==> config.mk <==
export PLATFORM = sky130hd
export DESIGN_NAME = pae_walker
export DESIGN_NICKNAME = d
export VERILOG_FILES = /design/src/rtl/pae_pkg.sv /design/src/rtl/pae_entry_dec.sv /design/src/rtl/pae_addr_gen.sv /design/src/rtl/pae_walk_fsm.sv /design/src/rtl/pae_walker.sv
export SDC_FILE = /design/constraint.sdc
export NUM_CORES = 1
export LEC_CHECK = 0
export BUFFER_PORTS_ARGS = -buffer_cell sky130_fd_sc_hd__buf_2
export CORE_MARGIN = 2
export CORE_UTILIZATION = 50
export DETAILED_ROUTE_END_ITERATION = 8
export PLACE_DENSITY_LB_ADDON = 0.1
export SLEW_MARGIN = 20
export SYNTH_ARGS = -nofsm -noshare
export SYNTH_HDL_FRONTEND = slang
export SYNTH_SLANG_ARGS = --single-unit
==> constraint.sdc <==
create_clock -name clk_i -period 2.3 [get_ports clk_i]
set_clock_uncertainty 0.05 [all_clocks]
set_input_delay 0.23 -clock clk_i [delete_from_list [all_inputs] [get_ports clk_i]]
set_output_delay 0.23 -clock clk_i [all_outputs]
set_load 0.02 [all_outputs]
==> src/rtl/pae_pkg.sv <==
package pae_pkg;
  parameter int LIN_W       = 32;
  parameter int PHYS_W      = 36;
  parameter int ENT_W       = 64;
  parameter int OFF_W       = 12;
  parameter int IDX_W       = 9;
  parameter int TOP_W       = 2;
  parameter int ENT_B_W     = 3;
  parameter int PRESENT_BIT = 0;
  parameter int LARGE_BIT   = 7;

  localparam int FRAME_W     = PHYS_W - OFF_W;
  localparam int LOFF_W      = OFF_W + IDX_W;
  localparam int LFRAME_W    = PHYS_W - LOFF_W;
  localparam int BASE_LO     = TOP_W + ENT_B_W;
  localparam int BASE_W      = LIN_W - BASE_LO;
  localparam int DIR_IDX_HI  = OFF_W + 2 * IDX_W - 1;
  localparam int TBL_IDX_HI  = OFF_W + IDX_W - 1;

  typedef enum logic [2:0] {
    ST_IDLE, ST_PTR, ST_DIR, ST_TBL, ST_DONE
  } walk_st_e;

  typedef enum logic [1:0] {
    LVL_NONE = 2'd0, LVL_PTR = 2'd1, LVL_DIR = 2'd2, LVL_TBL = 2'd3
  } lvl_e;
endpackage

==> src/rtl/pae_entry_dec.sv <==
module pae_entry_dec
  import pae_pkg::*;
(
  input  logic [ENT_W-1:0]    entry_i,
  output logic                present_o,
  output logic                large_o,
  output logic [FRAME_W-1:0]  frame_o,
  output logic [LFRAME_W-1:0] lframe_o
);
  logic unused_bits;

  assign present_o = entry_i[PRESENT_BIT];
  assign large_o   = entry_i[LARGE_BIT];
  assign frame_o   = entry_i[PHYS_W-1:OFF_W];
  assign lframe_o  = entry_i[PHYS_W-1:LOFF_W];
  // flag and reserved bits that this walker does not interpret
  assign unused_bits = ^{entry_i[ENT_W-1:PHYS_W], entry_i[OFF_W-1:LARGE_BIT+1],
                         entry_i[LARGE_BIT-1:PRESENT_BIT+1]};
endmodule

==> src/rtl/pae_addr_gen.sv <==
module pae_addr_gen
  import pae_pkg::*;
(
  input  walk_st_e            st_i,
  input  logic [LIN_W-1:0]    lin_i,
  input  logic [BASE_W-1:0]   base_i,
  input  logic [FRAME_W-1:0]  frame_i,
  output logic [PHYS_W-1:0]   addr_o
);
  always_comb begin
    case (st_i)
      ST_DIR:  addr_o = {frame_i, lin_i[DIR_IDX_HI -: IDX_W], {ENT_B_W{1'b0}}};
      ST_TBL:  addr_o = {frame_i, lin_i[TBL_IDX_HI -: IDX_W], {ENT_B_W{1'b0}}};
      default: addr_o = {{(PHYS_W-LIN_W){1'b0}}, base_i, lin_i[LIN_W-1 -: TOP_W],
                         {ENT_B_W{1'b0}}};
    endcase
  end
endmodule

==> src/rtl/pae_walk_fsm.sv <==
module pae_walk_fsm
  import pae_pkg::*;
(
  input  logic                clk_i,
  input  logic                rst_ni,
  input  logic                req_valid_i,
  input  logic [LIN_W-1:0]    req_lin_i,
  input  logic [BASE_W-1:0]   req_base_i,
  input  logic                rvalid_i,
  input  logic                present_i,
  input  logic                large_i,
  input  logic [FRAME_W-1:0]  frame_i,
  input  logic [LFRAME_W-1:0] lframe_i,
  input  logic                ack_i,
  output walk_st_e            st_o,
  output logic [LIN_W-1:0]    lin_o,
  output logic [BASE_W-1:0]   base_o,
  output logic [FRAME_W-1:0]  frame_o,
  output logic [PHYS_W-1:0]   phys_o,
  output logic                fault_o,
  output logic [1:0]          lvl_o
);
  walk_st_e             st_q;
  logic [LIN_W-1:0]     lin_q;
  logic [BASE_W-1:0]    base_q;
  logic [FRAME_W-1:0]   frame_q;
  logic [PHYS_W-1:0]    phys_q;
  logic                 fault_q;
  lvl_e                 lvl_q;

  always_ff @(posedge clk_i or negedge rst_ni) begin
    if (!rst_ni) begin
      st_q    <= ST_IDLE;
      lin_q   <= '0;
      base_q  <= '0;
      frame_q <= '0;
      phys_q  <= '0;
      fault_q <= 1'b0;
      lvl_q   <= LVL_NONE;
    end else begin
      case (st_q)
        ST_IDLE: if (req_valid_i) begin
          lin_q  <= req_lin_i;
          base_q <= req_base_i;
          st_q   <= ST_PTR;
        end
        ST_PTR, ST_DIR, ST_TBL: if (rvalid_i) begin
          if (!present_i) begin
            phys_q  <= '0;
            fault_q <= 1'b1;
            lvl_q   <= (st_q == ST_PTR) ? LVL_PTR : (st_q == ST_DIR) ? LVL_DIR : LVL_TBL;
            st_q    <= ST_DONE;
          end else if (st_q == ST_DIR && large_i) begin
            phys_q  <= {lframe_i, lin_q[LOFF_W-1:0]};
            fault_q <= 1'b0;
            lvl_q   <= LVL_NONE;
            st_q    <= ST_DONE;
          end else if (st_q == ST_TBL) begin
            phys_q  <= {frame_i, lin_q[OFF_W-1:0]};
            fault_q <= 1'b0;
            lvl_q   <= LVL_NONE;
            st_q    <= ST_DONE;
          end else begin
            frame_q <= frame_i;
            st_q    <= (st_q == ST_PTR) ? ST_DIR : ST_TBL;
          end
        end
        ST_DONE: if (ack_i) st_q <= ST_IDLE;
        default: st_q <= ST_IDLE;
      endcase
    end
  end

  assign st_o    = st_q;
  assign lin_o   = lin_q;
  assign base_o  = base_q;
  assign frame_o = frame_q;
  assign phys_o  = phys_q;
  assign fault_o = fault_q;
  assign lvl_o   = lvl_q;
endmodule

==> src/rtl/pae_walker.sv <==
module pae_walker
  import pae_pkg::*;
(
  input  logic                  clk_i,
  input  logic                  rst_ni,
  input  logic                  req_valid_i,
  output logic                  req_ready_o,
  input  logic [LIN_W-1:0]      req_lin_i,
  input  logic [BASE_W-1:0]     req_tbl_base_i,
  output logic                  mem_req_o,
  output logic [PHYS_W-1:0]     mem_addr_o,
  input  logic                  mem_rvalid_i,
  input  logic [ENT_W-1:0]      mem_rdata_i,
  output logic                  res_valid_o,
  output logic [PHYS_W-1:0]     res_phys_o,
  output logic                  res_fault_o,
  output logic [1:0]            res_fault_lvl_o,
  input  logic                  res_ack_i
);
  walk_st_e             st;
  logic [LIN_W-1:0]     lin_q;
  logic [BASE_W-1:0]    base_q;
  logic [FRAME_W-1:0]   frame_q;
  logic                 ent_present;
  logic                 ent_large;
  logic [FRAME_W-1:0]   ent_frame;
  logic [LFRAME_W-1:0]  ent_lframe;

  pae_entry_dec u_dec (
    .entry_i   (mem_rdata_i),
    .present_o (ent_present),
    .large_o   (ent_large),
    .frame_o   (ent_frame),
    .lframe_o  (ent_lframe)
  );

  pae_walk_fsm u_fsm (
    .clk_i       (clk_i),
    .rst_ni      (rst_ni),
    .req_valid_i (req_valid_i),
    .req_lin_i   (req_lin_i),
    .req_base_i  (req_tbl_base_i),
    .rvalid_i    (mem_rvalid_i),
    .present_i   (ent_present),
    .large_i     (ent_large),
    .frame_i     (ent_frame),
    .lframe_i    (ent_lframe),
    .ack_i       (res_ack_i),
    .st_o        (st),
    .lin_o       (lin_q),
    .base_o      (base_q),
    .frame_o     (frame_q),
    .phys_o      (res_phys_o),
    .fault_o     (res_fault_o),
    .lvl_o       (res_fault_lvl_o)
  );

  pae_addr_gen u_addr (
    .st_i    (st),
    .lin_i   (lin_q),
    .base_i  (base_q),
    .frame_i (frame_q),
    .addr_o  (mem_addr_o)
  );

  assign req_ready_o = (st == ST_IDLE);
  assign mem_req_o   = (st == ST_PTR) || (st == ST_DIR) || (st == ST_TBL);
  assign res_valid_o = (st == ST_DONE);
endmodule

**After elaboration in Yosys (flattened, before gate mapping)**

Index checks and enable logic that the tools add are counted.

- Equality and inequality tests: 8
- Muxes and demuxes: 20
- Bitwise operators: 2
- Reduce and logical (&&, ||, !) cells: 9

Operator list:

| cell | count |
|---|---|
| $mux 36 | 3 |
| $pmux 36 s2 | 1 |
| $mux 3 | 6 |
| $pmux 3 s3 | 1 |
| $mux 2 | 4 |
| $eq 3x2->1 const B | 2 |
| $reduce_and 3->1 | 2 |
| $mux 1 | 5 |
| $reduce_and 5->1 | 1 |
| $ne 2x2->1 const B | 2 |
| $eq 3x1->1 const B | 1 |
| $eq 3x3->1 const B | 1 |
| $logic_not 3->1 | 1 |
| $ne 3x1->1 const B | 1 |
| $reduce_or 3->1 | 1 |
| $logic_or 1x1->1 | 2 |
| $ne 2x1->1 const B | 1 |
| $not 1->1 | 2 |
| $reduce_and 2->1 | 1 |
| $logic_and 1x1->1 | 1 |

- Bits in registers: 125
- Input port bits: 128
- Output and inout port bits: 78
- Word-level logic and storage cells: 46

**Depth between registers and ports, before layout**

Gate-level depths: netlist (run 1).

- Word-level depth: 7
- Mapped depth: 6

**Hierarchy**

From an unflattened synthesis (run 1), not the netlist that was laid out.

- Cell total of the unflattened synthesis: 468
- Area total of the unflattened synthesis: 5898.2 um2

Modules (own cells, without submodules):

| module | times used | cells an instance | area each (um2) |
|---|---|---|---|
| pae_walk_fsm | 1 | 372 | 4967.3 |
| pae_addr_gen | 1 | 52 | 595.6 |
| pae_entry_dec | 1 | 41 | 307.8 |
| pae_walker | 1 | 3 | 27.5 |

**Worst setup path before layout (run 1)**

Ideal clock, no wire load.

- Kind: flip-flop to flip-flop
- Start: register u_fsm.st_q[0], in the netlist u_fsm.st_o[0]
- End: register u_fsm.base_q[16], in the netlist u_fsm.base_o[16]
- Setup time: 0.125 ns
- Arrival time: 1.814 ns
- Required time: 2.125 ns
- Setup slack: 0.311 ns
- Cell stages (with the launch flop): 7
- Buffers on the path: 3
- Cell sequence: dfrtp_1 nor3_1 and2_1 buf_4 buf_6 buf_8 mux2_2

- Word-level cells in the longest chain between the ends: 2

Ends and longest elaborated chain:

| what | RTL line | source |
|---|---|---|
| from (decl) | pae_walk_fsm.sv:23 | `walk_st_e st_q;` |
| from (signal assigned) | pae_walk_fsm.sv:65 | `st_q <= (st_q == ST_PTR) ? ST_DIR : ST_TBL;` |
| $logic_not 3->1 | - |  |
| net req_ready_o | pae_walker.sv:7 | `output logic req_ready_o,` |
| $reduce_and 2->1 (no source line) | - |  |
| to (signal assigned) | pae_walk_fsm.sv:44 | `base_q <= req_base_i;` |
| to (decl) | pae_walk_fsm.sv:25 | `logic [BASE_W-1:0] base_q;` |

The timed path passes the listed nets, and every way through them passes these cells.
A chain may end at the register's enable or synchronous reset.

**Worst setup path after layout (run 1)**

- Start: register u_fsm.st_q[2], in the netlist u_fsm.st_o[2]
- End: output port mem_addr_o[15]

- Word-level cells in the longest chain between the ends: 2
- Elaborated cells on any way between the ends: 3
- Classes of those cells: eq/ne (2); mux (1)

Ends and longest elaborated chain:

| what | RTL line | source |
|---|---|---|
| $eq 3x2->1 | pae_addr_gen.sv:11 | `case (st_i)` |
| $pmux 36 s2 * | pae_addr_gen.sv:11 |  |
| to (decl) | pae_walker.sv:11 | `output logic [PHYS_W-1:0] mem_addr_o,` |

Mark *: on every way between the ends. The rest lies on a longest branch, timed or not.

==> impl_metrics.toml, run 1 <==
[outcome]
status = "completed"

[global_routing]
grt_pass1_vias = 4202
antenna_found_initial = 1
gr-total-overflow = 0
grt_start_max_net_pins = 78
grt_pass1_wl_um = 21350
grt.total_usage = 0.2219

[logic_synthesis]
yosysSeqAreaShare = 0.5497
synth_edf_count = 0
synth_top_area_share = 0.5497
synthesis.area_sq_um = 5690
yosysWarnings = 0
ys_seq_elements = 125
ys_types = 31
synth_area_leaders = "dfrtp_1, mux2_2, mux2i_1, mux2_4, nand2_1"
postSynthAreaPerCell_sq_um = 13.36
ys.flop_type = "dfrtp_1"
synthArstFlopShare = 1.000
yosysMostFrequentCell = "dfrtp_1"
syn_inst = 426
synth_top_cell_by_area = "dfrtp_1"
synthTopCellsByCount = "dfrtp_1, mux2_2, mux2i_1"

[setup_path]
crit_type = "reg -> out"
reg2reg_from = "u_fsm.st_o[0]"
rrSetupSlack_ns = 0.43
critical_path.endpoint = "mem_addr_o[15]"
critPathSlowestCell = "dfrtp_1"
crit_chain = "nand2b_2 -> buf_4 -> mux2_2 -> buf_2"
critPathArrivalTime_ns = 1.89
reg2reg_to = "u_fsm.base_o[16]"
cp_max_fo = 11
startpoint = "u_fsm.st_o[2]"
critPathLaunchType = "register"
critPathRequiredTime_ns = 2.02
end_kind = "output pin"
max_stage_delay_ns = 0.51
r2r.worst_path.cells = 4

[floorplanning]
ios = 206
rows = 38
dieWidth_um = 110.7
dieArea_sq_um = 12250
die_h_um = 110.7
initial_utilization = 0.5181
core-area_sq_um = 10980

[clock_tree]
cts_buffer_depth = 2
htreeDepth = 4
cts_buffers = 17
cts_tree = "done"
path_clk_slew_ns = 0.05
cts_root_buffer = "clkbuf_16"
clock_latency_ns = 0.41
cts_sinks = 125
cts_setup_buffers = 0

[power]
peakVddDrop_uv = 752.1
seqPwrFrac = 0.347
p_int_mw = 7.331
clkPwrFrac = 0.233
power_frac_comb = 0.421
p_sw_mw = 3.992
swShare = 0.3525
leakagePower_nw = 3.774
pwr_density_cell_nw_per_um2 = 1473

[timing]
finalWorstSetupSlack_ns = 0.1346
worst_pin_slew_ns = 0.7412
setup_violations = 0
finalMaxSlewViolations = 0
post-route-min-period_ns = 2.165
whs_ns = 0.01179
relSlewSlack = 0.5053
hold_viol = 0
fmax_mhz = 461.8
finalCritPeriodShare = 0.9415
rsz0062_at_grt = "no"
setup_tns_ns = 0

[layout]
num-nets-final = 768
design_area_sq_um = 7686
drive_gt1_frac = 0.4839
area_growth_pct = 35.07

[routing]
drt_iter0_markers = 201
routed_wl_um = 12630
ant_nets = 0
wl_per_cell_um = 15.95
dr.pass1.iters = 4
drc = 0
via_per_inst = 4.926
num_vias = 3901

[hold_path]
hold_class = "in -> reg"

[place]
hpwl_um = 8654
pre_cts_ws_ns = 0.4325
place_area_sq_um = 6610
place_congestion = 0.7779
buffer_ports.inserted = 164

[flow_run]
cap_violations = 0
==> metrics by stage <==
step                      instances  utilization  power [mW]
after global routing            792       0.6998       12.04
after detailed placement        713       0.6018       8.698
after global placement          713       0.6018       8.548
after CTS                       791       0.6996       11.44
final                           792       0.6998       11.32
after floorplan                 428            -       7.325
==> final cells by class <==
class                      instances  area, sq um
fill                             844         3297
sequential                       125         3128
multi-input combinational        241         2218
timing repair buffer             223         1449
clock buffer                      23        508.0
tap                              140        175.2
inverter                          32        120.1
clock inverter                     7        85.08
antenna                            1        2.502
==> worst min path at each step <==
stage                                  from                to  slack (ns)  cells past startpoint
final                     req_tbl_base_i[4]   u_fsm.base_o[4]        0.01                      2
after floorplan                      rst_ni   u_fsm.base_o[0]       -0.12                      0
after CTS                     req_lin_i[28]   u_fsm.lin_o[28]     0.00004                      2
after global placement               rst_ni  u_fsm.base_o[24]        0.13                      1
after global routing        mem_rdata_i[17]  u_fsm.frame_o[5]      0.0009                      2
after detailed placement             rst_ni  u_fsm.phys_o[29]        0.14                      1
==> metal layers <==
layer,track usage,up-vias,share of wire
met5,0,-,0
met4,0.08667,0,0.017
met3,0.06069,17,0.045
met2,0.3558,107,0.48
met1,0.2885,1890,0.46
li1,-,1887,-
==> what timing repair did <==
action / 4_1_cts / 5_1_grt
hold buffers: 48 / 0
resized for setup: 0 / 0
endpoints found under the hold margin: 74 / 0
==> state kept, by name, summed over array words and instances, names as in the netlist <==
signal         count
u_fsm.lvl_o        2
u_fsm.phys_o      36
u_fsm.frame_o     24
u_fsm.lin_o       32
u_fsm.base_o      27
u_fsm.fault_o      1
u_fsm.st_o         3
==> worst max-delay path: cells and delay by family, from the launching register on <==
| family | cells | cell delay [ns] |
|---|---|---|
| buf+inv | 2 | 0.38 |
| simple gates | 1 | 0.22 |
| mux | 1 | 0.36 |
| flops | 1 | 0.51 |
==> kinds of logic after synthesis <==
logic type,share of synthesized area
AND/OR/NAND/NOR,0.04684
AO/OA/AOI/OAI,0.04156
other,0.0006590
multiplexers,0.2975
flip-flops,0.5497
buffers and inverters,0.06376
==> cells in the final DEF, fill, tap and decap left out, types with 2 or more instances in the layout <==
cell type      count
nand2_1           41
clkbuf_16         17
a211o_1            2
nor2_1             6
nor3_1             2
o2bb2ai_1         10
clkinv_2           5
mux2i_1           45
dfrtp_1          125
dlygate4sd3_1     48
nand2b_1           2
o21ai_0           12
conb_1             3
mux2_2            85
mux2_4            19
a21o_1             2
clkbuf_8           6
buf_12             5
buf_2            163
buf_4              7
bufinv_16          2
inv_1             32
==> power groups by stage <==
| stage | clock (mW) | sequential [mW] | combinational [mW] |
|---|---|---|---|
| 3_5_place_dp | 0 | 3.96 | 4.74 |
| 3_3_place_gp | 0 | 3.89 | 4.66 |
| 6_report | 2.63 | 3.93 | 4.76 |
| 5_1_grt | 2.80 | 4.09 | 5.16 |
| 2_1_floorplan | 0 | 4.10 | 3.22 |
| 4_1_cts | 2.69 | 3.93 | 4.83 |
No activity file was read; power rests on OpenSTA's default activity.
==> inputs of run 2 (changes only) <==
--- a/config.mk
+++ b/config.mk
@@ -10,6 +10,7 @@
 export CORE_UTILIZATION = 50
 export DETAILED_ROUTE_END_ITERATION = 8
 export PLACE_DENSITY_LB_ADDON = 0.1
+export RECOVER_POWER = 100
 export SLEW_MARGIN = 20
 export SYNTH_ARGS = -nofsm -noshare
 export SYNTH_HDL_FRONTEND = slang
==> impl_metrics.toml, run 2 (same netlist as run 1, synthesis figures left out) <==
[outcome]
status = "completed"

[setup_path]
rrSetupSlack_ns = 0.24
startpoint = "u_fsm.st_o[2]"
critPathSlowestCell = "dfrtp_1"
cp.depth = 4
end_kind = "output pin"
crit_type = "reg -> out"
critPathArrivalTime_ns = 1.88
reg2reg_to = "u_fsm.frame_o[20]"
r2r.worst_path.cells = 4
reg2reg_from = "u_fsm.st_o[1]"
critPathLaunchType = "register"
path_buf_inv = 2
crit_chain = "nand2b_2 -> buf_4 -> mux2_2 -> clkbuf_2"
max_stage_delay_ns = 0.52
critical-path-top-delay-family = "flip-flops"
cp_max_fo = 11
critPathRequiredTime_ns = 2.02
critical_path.endpoint = "mem_addr_o[15]"

[clock_tree]
path_clk_slew_ns = 0.05
cts_root_buffer = "clkbuf_16"
htreeDepth = 4
cts_buffer_depth = 2
cts_sinks = 125
cts_setup_buffers = 0
clock_latency_ns = 0.41
cts_tree = "done"
cts-resized-gates = 0
cts_buffers = 17

[timing]
setup_tns_ns = 0
relSlewSlack = 0.3100
finalCritPeriodShare = 0.9408
worst_pin_slew_ns = 1.035
setup_violations = 0
fmax_mhz = 462.2
hold_viol = 0
rsz0062_at_grt = "no"
finalMaxSlewViolations = 0
post-route-min-period_ns = 2.164

[layout]
design_area_sq_um = 7482
num-nets-final = 768
area_growth_pct = 31.49
largest_reg_flops = 36
layout_common_cells = "dfrtp_1, buf_2, mux2_2, clkbuf_1, dlygate4sd3_1"
final_common_cell = "dfrtp_1"
drive_gt1_frac = 0.3671

[routing]
drc = 0
num_vias = 3899
via_per_inst = 4.923
routed_wl_um = 12600
ant_nets = 0
dr.pass1.iters = 4
wl_per_cell_um = 15.91
drt_iter0_markers = 154

[global_routing]
grt_pass1_wl_um = 21350
gr-total-overflow = 0
antenna_found_initial = 1
grt.total_usage = 0.2219
grt_pass1_vias = 4202
grt_start_max_net_pins = 78

[floorplanning]
ios = 206
die_h_um = 110.7
rows = 38
initial_utilization = 0.5181
dieArea_sq_um = 12250
core-area_sq_um = 10980
dieWidth_um = 110.7

[place]
hpwl_um = 8654
place_area_sq_um = 6610
place_congestion = 0.7779
buffer_ports.inserted = 164

[power]
leakagePower_nw = 3.471
pwr_density_cell_nw_per_um2 = 1469
peakVddDrop_uv = 718.7

[flow_run]
cap_violations = 0

[hold_path]
hold_class = "in -> reg"
## run 2: changes by cell type in the layout (fill, tap and decap cells not counted), sizes merged
cell and delta:
buf -80, clkbuf +80
## run 2: cell type report
class / instances / area, sq um
timing repair buffer: 223 / 1334
inverter: 32 / 120.1
antenna: 1 / 2.502
tap: 140 / 175.2
clock inverter: 7 / 85.08
fill: 895 / 3501
sequential: 125 / 3128
multi-input combinational: 241 / 2130
clock buffer: 23 / 508.0
## run 2: per-stage QoR
stage            util  power, mW  worst slack (ns)  hold WS [ns]  instances
6_report       0.6812      10.99            0.1363      0.003193        792
2_1_floorplan       -      7.325            0.3111       -0.1156        428
3_5_place_dp   0.6018      8.698            0.4325        0.1391        713
4_1_cts        0.6996      11.44            0.1219    0.00003833        791
3_3_place_gp   0.6018      8.548            0.4448        0.1325        713
5_1_grt        0.6812      11.71           0.02098     -0.005715        792
## run 2: repair_timing
action,in CTS,in global routing
endpoints found under the hold margin,74,0
hold buffers,48,0
endpoints found under the setup margin,0,0
## run 2: power by group
part           switching (mW)  internal (mW)
logic                    2.45           1.98
registers               0.641           3.28
clock network           0.890           1.74
## run 2: layer usage
| metal | GRT usage | up-vias | part of all wire |
|---|---|---|---|
| met5 | 0 | - | 0 |
| met3 | 0.06069 | 20 | 0.047 |
| li1 | - | 1887 | - |
| met1 | 0.2885 | 1883 | 0.46 |
| met2 | 0.3558 | 109 | 0.48 |
| met4 | 0.08667 | 0 | 0.018 |
## run 2: worst min path at each step
stage,startpoint,endpoint,slack [ns],cells past startpoint
6_report,mem_rdata_i[23],u_fsm.frame_o[11],0.003,2
5_1_grt,mem_rdata_i[15],u_fsm.frame_o[3],-0.006,2
4_1_cts,req_lin_i[28],u_fsm.lin_o[28],0.00004,2
3_5_place_dp,rst_ni,u_fsm.phys_o[29],0.14,1
3_3_place_gp,rst_ni,u_fsm.base_o[24],0.13,1
2_1_floorplan,rst_ni,u_fsm.base_o[0],-0.12,0
==> inputs of run 3 (changes only) <==
--- a/config.mk
+++ b/config.mk
@@ -9,6 +9,7 @@
 export CORE_MARGIN = 2
 export CORE_UTILIZATION = 50
 export DETAILED_ROUTE_END_ITERATION = 8
+export MAX_ROUTING_LAYER = met4
 export PLACE_DENSITY_LB_ADDON = 0.1
 export RECOVER_POWER = 100
 export SLEW_MARGIN = 20
==> constraint.sdc (replaced) <==
create_clock -name clk_i -period 2.3 [get_ports clk_i]
set_clock_uncertainty 0.05 [all_clocks]
set_input_delay 0.23 -clock clk_i [delete_from_list [all_inputs] [get_ports clk_i]]
set_output_delay 0.23 -clock clk_i [all_outputs]
set_load 0.005 [all_outputs]
==> impl_metrics.toml, run 3 (same netlist as run 1, synthesis figures left out) <==
[floorplanning]
initial_utilization = 0.5181
dieWidth_um = 110.7
ios = 206
rows = 38
die_h_um = 110.7
dieArea_sq_um = 12250
core-area_sq_um = 10980

[timing]
post-route-min-period_ns = 2.184
setup_violations = 0
setup_tns_ns = 0
rsz0062_at_grt = "no"
finalWorstSetupSlack_ns = 0.1161
fmax_mhz = 457.9
finalMaxSlewViolations = 0
relSlewSlack = 0.2512
worst_pin_slew_ns = 1.123
whs_ns = -0.0001183
finalCritPeriodShare = 0.9495
hold_viol = 1

[power]
p_sw_mw = 3.245
leakagePower_nw = 3.639
power_frac_comb = 0.343
p_int_mw = 7.456
seqPwrFrac = 0.369
power_mw = 10.70
clkPwrFrac = 0.288
swShare = 0.3032
pwr_density_cell_nw_per_um2 = 1377
peakVddDrop_uv = 748.6

[layout]
stdcell_count = 809
largest_reg_flops = 36
num-nets-final = 784
num_antenna_cells = 0
layout_common_cells = "buf_2, dfrtp_1, mux2_2, dlygate4sd3_1, mux2i_1"
area_growth_pct = 36.57
design_area_sq_um = 7771
final_common_cell = "buf_2"
drive_gt1_frac = 0.3961
final_core_util = 0.7076

[clock_tree]
htreeDepth = 4
cts_root_buffer = "clkbuf_16"
cts_tree = "done"
clock_latency_ns = 0.41
cts_buffers = 17
cts_buffer_depth = 2
path_clk_slew_ns = 0.06
cts_setup_buffers = 0
cts_sinks = 125

[setup_path]
r2r.worst_path.cells = 4
rrSetupSlack_ns = 0.14
critPathArrivalTime_ns = 1.90
cp_max_fo = 19
critPathRequiredTime_ns = 2.02
critPathLaunchType = "register"
end_kind = "output pin"
reg2reg_to = "u_fsm.base_o[25]"
reg2reg_from = "u_fsm.st_o[0]"
crit_type = "reg -> out"

[global_routing]
gr-total-overflow = 0
antenna_found_initial = 0
grt.total_usage = 0.2359
grt_start_max_net_pins = 51
grt_pass1_vias = 4373
grt_pass1_wl_um = 22160

[place]
pre_cts_ws_ns = 0.3872
hpwl_um = 8886
place_area_sq_um = 6600
place_congestion = 0.8033
placedCellCount = 715
buffer_ports.inserted = 164

[routing]
routed_wl_um = 13450
num_vias = 4044
drt_iter0_markers = 182
via_per_inst = 4.999
dr.pass1.iters = 4
wl_per_cell_um = 16.62
ant_nets = 0
drc = 0

[hold_path]
hold_path.startpoint = "mem_rdata_i[27]"
hold_class = "in -> reg"
hold_path_end = "u_fsm.frame_o[15]"
hold_depth = 2

[outcome]
status = "finished with violations"
violations = "negative hold slack"

[flow_run]
cap_violations = 0
run 3: changes by cell type in the layout (fill, tap and decap cells not counted), sizes merged:
cell	previous run	this run
diode	1	0
clkinv	5	3
dlygate4sd3	48	62
clkinvlp	0	2
bufinv	2	6
buf	95	132
clkbuf	103	66
run 3: repair_timing:
item,CTS,global route
setup endpoints to repair,9,9
cloned,0,0
gates resized for setup,1,2
pin swaps,0,0
hold buffers,62,0
endpoints found under the hold margin,101,0
run 3: metal layers:
| metal | GRT usage | vias up | part of all wire |
|---|---|---|---|
| met1 | 0.2947 | 1986 | 0.44 |
| li1 | - | 1920 | - |
| met5 | - | - | 0 |
| met4 | 0.08750 | 0 | 0.021 |
| met2 | 0.3763 | 115 | 0.49 |
| met3 | 0.05741 | 23 | 0.043 |
run 3: worst max-delay path, stage by stage (launching register included):
cell and delay, ns:
dfrtp_2 0.48, nand2b_4 0.24, buf_12 0.19, buf_4 0.20, o21ai_0 0.21, buf_2 0.16
run 3: worst max path at each step:
stage,startpoint,to,cells after the start
2_1_floorplan,u_fsm.st_o[0],u_fsm.base_o[16],6
5_1_grt,u_fsm.st_o[2],mem_addr_o[5],6
4_1_cts,u_fsm.st_o[2],mem_addr_o[9],6
3_3_place_gp,u_fsm.st_o[2],mem_addr_o[8],5
6_report,u_fsm.st_o[2],mem_addr_o[3],5
3_5_place_dp,u_fsm.st_o[0],u_fsm.base_o[25],4
run 3: power by group through the flow:
stage / clock network [mW] / logic (mW) / registers [mW]
CTS: 3.14 / 3.99 / 3.94
floorplan: 0 / 2.69 / 3.76
detailed placement: 0 / 3.86 / 3.96
global route: 3.23 / 4.03 / 4.08
finish: 3.08 / 3.67 / 3.95
global placement: 0 / 3.76 / 3.89
run 3: cell type report:
cell class	instances	area, sq um
repair buffers	239	1499
multi-input cells	241	2156
clock inverters	11	210.2
clock buffers	21	480.5
fillers	854	3212
inverters	32	120.1
flip-flops and latches	125	3131
well taps	140	175.2
